==> src/rtl/vint_pkg.sv <==
package vint_pkg;
    typedef enum logic [1:0] {
        ST_IDLE      = 2'd0,
        ST_PENDING   = 2'd1,
        ST_VECTOR    = 2'd2,
        ST_WAIT_READ = 2'd3
    } vint_state_t;
endpackage

==> src/rtl/vint_fsm.sv <==
module vint_fsm
    import vint_pkg::*;
(
    input  logic clk,
    input  logic rst,
    input  logic cap,
    input  logic ack,
    input  logic rd_data,
    output logic irq,
    output logic vec_phase
);
    vint_state_t state_q, state_d;

    always_ff @(posedge clk) begin
        if (rst) state_q <= ST_IDLE;
        else     state_q <= state_d;
    end

    always_comb begin
        state_d = state_q;
        if (rd_data && !cap && state_q != ST_IDLE) begin
            state_d = ST_IDLE;
        end else begin
            unique case (state_q)
                ST_IDLE:      if (cap)  state_d = ST_PENDING;
                ST_PENDING:   if (ack)  state_d = ST_VECTOR;
                ST_VECTOR:    if (!ack) state_d = ST_WAIT_READ;
                ST_WAIT_READ: state_d = ST_WAIT_READ;
                default:      state_d = ST_IDLE;
            endcase
        end
    end

    always_comb begin
        irq       = 1'b0;
        vec_phase = 1'b0;
        unique case (state_q)
            ST_IDLE:      ;
            ST_PENDING:   irq = 1'b1;
            ST_VECTOR:    begin irq = 1'b1; vec_phase = 1'b1; end
            ST_WAIT_READ: irq = 1'b1;
            default:      ;
        endcase
    end
endmodule

==> src/rtl/vint_regs.sv <==
module vint_regs #(
    parameter int DW = 8
) (
    input  logic          clk,
    input  logic          rst,
    input  logic          cap,
    input  logic [DW-1:0] cap_data,
    input  logic          pend,
    input  logic          wr_out,
    input  logic [DW-1:0] wdata,
    output logic [DW-1:0] in_q,
    output logic [DW-1:0] out_q,
    output logic          ovr_q
);
    always_ff @(posedge clk) begin
        if (rst) begin
            in_q  <= '0;
            out_q <= '0;
            ovr_q <= 1'b0;
        end else begin
            if (cap)         in_q  <= cap_data;
            if (wr_out)      out_q <= wdata;
            if (cap && pend) ovr_q <= 1'b1;
        end
    end
endmodule

==> src/rtl/vint_busdrv.sv <==
module vint_busdrv #(
    parameter int          DW     = 8,
    parameter logic [DW-1:0] VECTOR = 8'd16
) (
    input  logic          vec_phase,
    input  logic          rd_data,
    input  logic          rd_stat,
    input  logic [DW-1:0] in_q,
    input  logic          ovr,
    input  logic          irq,
    output logic          oe,
    output logic [DW-1:0] rdata
);
    logic [DW-1:0] stat_word;

    always_comb begin
        stat_word    = '0;
        stat_word[0] = ovr;
        stat_word[1] = irq;
    end

    always_comb begin
        oe    = 1'b0;
        rdata = '0;
        if (vec_phase) begin
            oe    = 1'b1;
            rdata = VECTOR;
        end else if (rd_data) begin
            oe    = 1'b1;
            rdata = in_q;
        end else if (rd_stat) begin
            oe    = 1'b1;
            rdata = stat_word;
        end
    end
endmodule

==> src/rtl/vint_periph.sv <==
module vint_periph #(
    parameter int              DW        = 8,
    parameter int              AW        = 16,
    parameter logic [DW-1:0]   VECTOR    = 8'd16,
    parameter logic [AW-1:0]   DATA_ADDR = 16'h8000,
    parameter logic [AW-1:0]   RES_ADDR  = 16'h8001,
    parameter logic [AW-1:0]   STAT_ADDR = 16'h8002
) (
    input  logic          clk,
    input  logic          rst,
    input  logic [DW-1:0] ext_data,
    input  logic          ext_valid,
    output logic          irq,
    input  logic          irq_ack,
    input  logic [AW-1:0] bus_addr,
    input  logic [DW-1:0] bus_wdata,
    input  logic          bus_rd,
    input  logic          bus_wr,
    output logic [DW-1:0] bus_rdata,
    output logic          bus_oe,
    output logic [DW-1:0] result_q
);
    logic          rd_data, rd_stat, wr_out, vec_phase, ovr_q;
    logic [DW-1:0] in_q;

    assign rd_data = bus_rd && (bus_addr == DATA_ADDR);
    assign rd_stat = bus_rd && (bus_addr == STAT_ADDR);
    assign wr_out  = bus_wr && (bus_addr == RES_ADDR);

    vint_fsm u_fsm (
        .clk(clk), .rst(rst), .cap(ext_valid), .ack(irq_ack),
        .rd_data(rd_data), .irq(irq), .vec_phase(vec_phase)
    );

    vint_regs #(.DW(DW)) u_regs (
        .clk(clk), .rst(rst), .cap(ext_valid), .cap_data(ext_data),
        .pend(irq), .wr_out(wr_out), .wdata(bus_wdata),
        .in_q(in_q), .out_q(result_q), .ovr_q(ovr_q)
    );

    vint_busdrv #(.DW(DW), .VECTOR(VECTOR)) u_bus (
        .vec_phase(vec_phase), .rd_data(rd_data), .rd_stat(rd_stat),
        .in_q(in_q), .ovr(ovr_q), .irq(irq),
        .oe(bus_oe), .rdata(bus_rdata)
    );
endmodule

==> config.mk <==
export PLATFORM = sky130hd
export DESIGN_NAME = vint_periph
export DESIGN_NICKNAME = d
export VERILOG_FILES = /design/src/rtl/vint_pkg.sv /design/src/rtl/vint_fsm.sv /design/src/rtl/vint_regs.sv /design/src/rtl/vint_busdrv.sv /design/src/rtl/vint_periph.sv
export SDC_FILE = /design/constraint.sdc
export NUM_CORES = 1
export LEC_CHECK = 0
export BUFFER_PORTS_ARGS = -buffer_cell sky130_fd_sc_hd__buf_2
export CAP_MARGIN = 40
export CORE_MARGIN = 2
export CORE_UTILIZATION = 38
export CTS_CLUSTER_DIAMETER = 80
export DETAILED_ROUTE_END_ITERATION = 10
export GPL_TIMING_DRIVEN = 0
export PLACE_DENSITY = 0.74
export SLEW_MARGIN = 10
export SYNTH_ARGS = -nofsm -noshare
export SYNTH_HDL_FRONTEND = slang
export SYNTH_SLANG_ARGS = --single-unit
==> constraint.sdc <==
create_clock -name clk -period 1.45 [get_ports clk]
set_input_delay 0.2175 -clock clk [delete_from_list [all_inputs] [get_ports clk]]
set_output_delay 0.2175 -clock clk [all_outputs]
set_load 0.03 [all_outputs]
==> flow_summary.toml <==
[die]
core_area_um2 = 2430
rows = 18
chipWidth_um = 54.3
ios = 56
start_util_pct = 39.5
dieArea_um2 = 2940
die_y_um = 54.3

[cts]
worstSkewPairLatency_ns = 0.31
cts_tree = "yes"
clock_path_buffers = 2
cts.repair_timing.setup_buffer_count = 0
clk_pin_slew_ns = 0.13
numCtsBuffers = 3
clock_sinks = 19
cts_root_buf = "clkbuf_4"
cts_hold_buffers = 0
h-tree-depth = 1

[drt]
drt-total-wl_mm = 2.64
vias = 978
first_pass_iters = 5
final_antenna_net_count = 0
wl_per_cell_um = 14.0
via_per_inst = 5.17
drc = 0
drt_iter0_markers = 13

[sta]
setup_ws_ns = -0.370
post-route-period-util_pct = 126
rsz0062_at_grt = "true"
fmax_mhz = 550
setup_viol = 9
worst_pin_slew_ns = 0.649
fin_crit_ns = 1.82
fin_setup_tns_ns = -2.90
finalHoldViolCount = 0
slew_violations = 0
finClkSkew_ns = 0.0244
relSlewSlack_pct = 56.7

[critical_path]
path_delay_family = "simple AND/OR/NAND/NOR gates"
cpMaxStageDelayCell = "or4b_4"
cp_num_buf_inv = 2
crit_path_frequent_cell = "buf_6"
crit_arrival_ns = 1.60
crit_type = "input pin to primary output"
path_cells = "buf_6 > or4b_4 > nand4b_4 > nor3_4 > and2_4 > buf_6"
cp_max_fo = 5
critical_path.max_stage_delay_ns = 0.53
cp-end-kind = "primary output"
r2r_slack_ns = 0.36
startpoint_type = "input pin"
r2r_end = "u_fsm.state_q[0]"
reg2reg_from = "u_fsm.state_q[0]"
cp.required_ns = 1.23
reg2reg_depth = 3

[hold_path]
whs_endpoint = "u_fsm.state_q[0]"
holdCritStartpoint = "irq_ack"
hold_class = "input pin to register"
whs_path_depth = 2

[job]
drv_cap = 0

[grt]
grt_pass1_vias = 939
antenna_found_initial = 0
grt_max_degree = 12
track_usage_pct = 18.7
grt_overflow_total = 0
grt_pass1_wl_mm = 3.98

[run_status]
violations = "negative setup slack"
status = "finished with violations"

[yosys]
yosys_register_bits = 19
synth_top_area_cell = "dfxtp_1"
syn_nets = 140
ys_types = 29
synth_top_area_share_pct = 39.6
syn_inst = 102
synth_area_leaders = "dfxtp_1, mux2i_1, nand4b_1"
synth-seq-area-share_pct = 39.6
syn_area_per_cell_um2 = 9.41
syn-cell-area_um2 = 960
ys.warnings.count = 0

[placed_design]
gp_congestion = 0.666
io_buffers = 53
preCtsSetupSlack_ns = -0.435
dpl_cell_area_um2 = 1310
dpl.hpwl_mm = 1.95

[power_and_ir_drop]
power_mw = 1.03
power.density_nw_per_um2 = 732
ir_drop_uv = 508
p_leak_nw = 0.652

[finish]
antenna_cells = 0
drive_gt1_share_pct = 47.8
fill_cells = 221
finalCoreUtilization_pct = 57.9
nNetsFinal = 198
final_cell_area_um2 = 1410
areaGrowthSynthToFinish_pct = 46.7
worst max-delay path by stage:
stage	start	end	cells after the start
6_report	bus_addr[14]	bus_rdata[5]	6
5_1_grt	bus_addr[14]	bus_rdata[5]	6
4_1_cts	bus_addr[14]	bus_rdata[5]	6
3_5_place_dp	bus_addr[13]	bus_rdata[5]	6
3_3_place_gp	bus_addr[13]	bus_rdata[6]	6
2_1_floorplan	bus_addr[13]	bus_rdata[1]	3
synthesized netlist by cell type:
library cell	count
dfxtp_1	19
a21oi_1	11
nor2_1	11
mux2i_1	9
nand4b_1	9
o21ai_1	9
and2_1	6
nor3_1	3
buf_2	2
clkbuf_1	2
nand2b_1	2
nor4_4	2
a211oi_1	1
a21o_1	1
a221oi_1	1
and4b_1	1
buf_1	1
buf_6	1
clkbuf_2	1
inv_1	1
nand2_1	1
nand4b_4	1
nor2_2	1
nor2b_1	1
nor3_2	1
nor3b_1	1
or2_1	1
or4b_4	1
xor2_1	1
state kept, by name, summed over array words and instances, names as in the netlist:
register / flops
u_regs.ovr_q: 1
u_regs.out_q: 8
u_fsm.state_q: 2
u_regs.in_q: 8
cell type report:
class	count	area, µm²	area share (%)
Clock inverter	1	5.00	0.356
Tap cell	30	37.5	2.67
Sequential cell	19	380	27.0
Multi-Input combinational cell	75	591	42.0
Buffer	7	43.8	3.11
Clock buffer	3	22.5	1.60
Inverter	1	3.75	0.267
Timing Repair Buffer	53	324	23.0
timing repair:
| item | in CTS | in global routing |
|---|---|---|
| pin swaps | 8 | 6 |
| setup endpoints to repair | 9 | 9 |
| resized for setup | 20 | 0 |
metal layers:
layer | up-vias | global-route usage (%) | part of all wire, % | routed length (µm)
li1 | 484 | - | - | -
met1 | 457 | 19.5 | 39 | 1020
met2 | 35 | 35.1 | 54 | 1430
met3 | 2 | 6.56 | 6.6 | 175
met4 | 0 | 5.00 | 0.76 | 20
met5 | - | 0 | 0 | 0
where the power goes:
part | internal (mW) | leakage, nW | switching, mW
logic | 0.0911 | 0.479 | 0.103
registers | 0.543 | 0.155 | 0.0165
clock network | 0.103 | 0.0177 | 0.174
through the flow:
| step | cells | hold WS [ns] |
|---|---|---|
| finish | 189 | 0.112 |
| global route | 189 | 0.111 |
| CTS | 189 | 0.113 |
| detailed placement | 185 | 0.444 |
| global placement | 185 | 0.433 |
| floorplan | 102 | 0.330 |
cell usage in the layout, fill, tap and decap left out, types with 2 or more instances in the layout:
master	count
nor3_1	2
clkbuf_1	2
buf_2	44
nor3_4	2
clkbuf_4	3
nand4b_1	9
nand2b_1	2
and2_4	5
o21ai_1	9
dfxtp_1	19
nor2_1	10
a21oi_1	11
buf_6	11
nor4_4	2
mux2i_1	9
cell families (layout without fill, tap and decap cells):
logic type	count (synthesis)	in the layout	synth area share [%]
flip-flops	19	19	39.6
buffers and inverters	8	65	4.30
AO/OA/AOI/OAI	23	23	12.9
XOR/XNOR	1	1	0.913
multiplexers	9	9	9.39
AND/OR/NAND/NOR	42	42	32.9
Power figures use the tool's default switching activity.
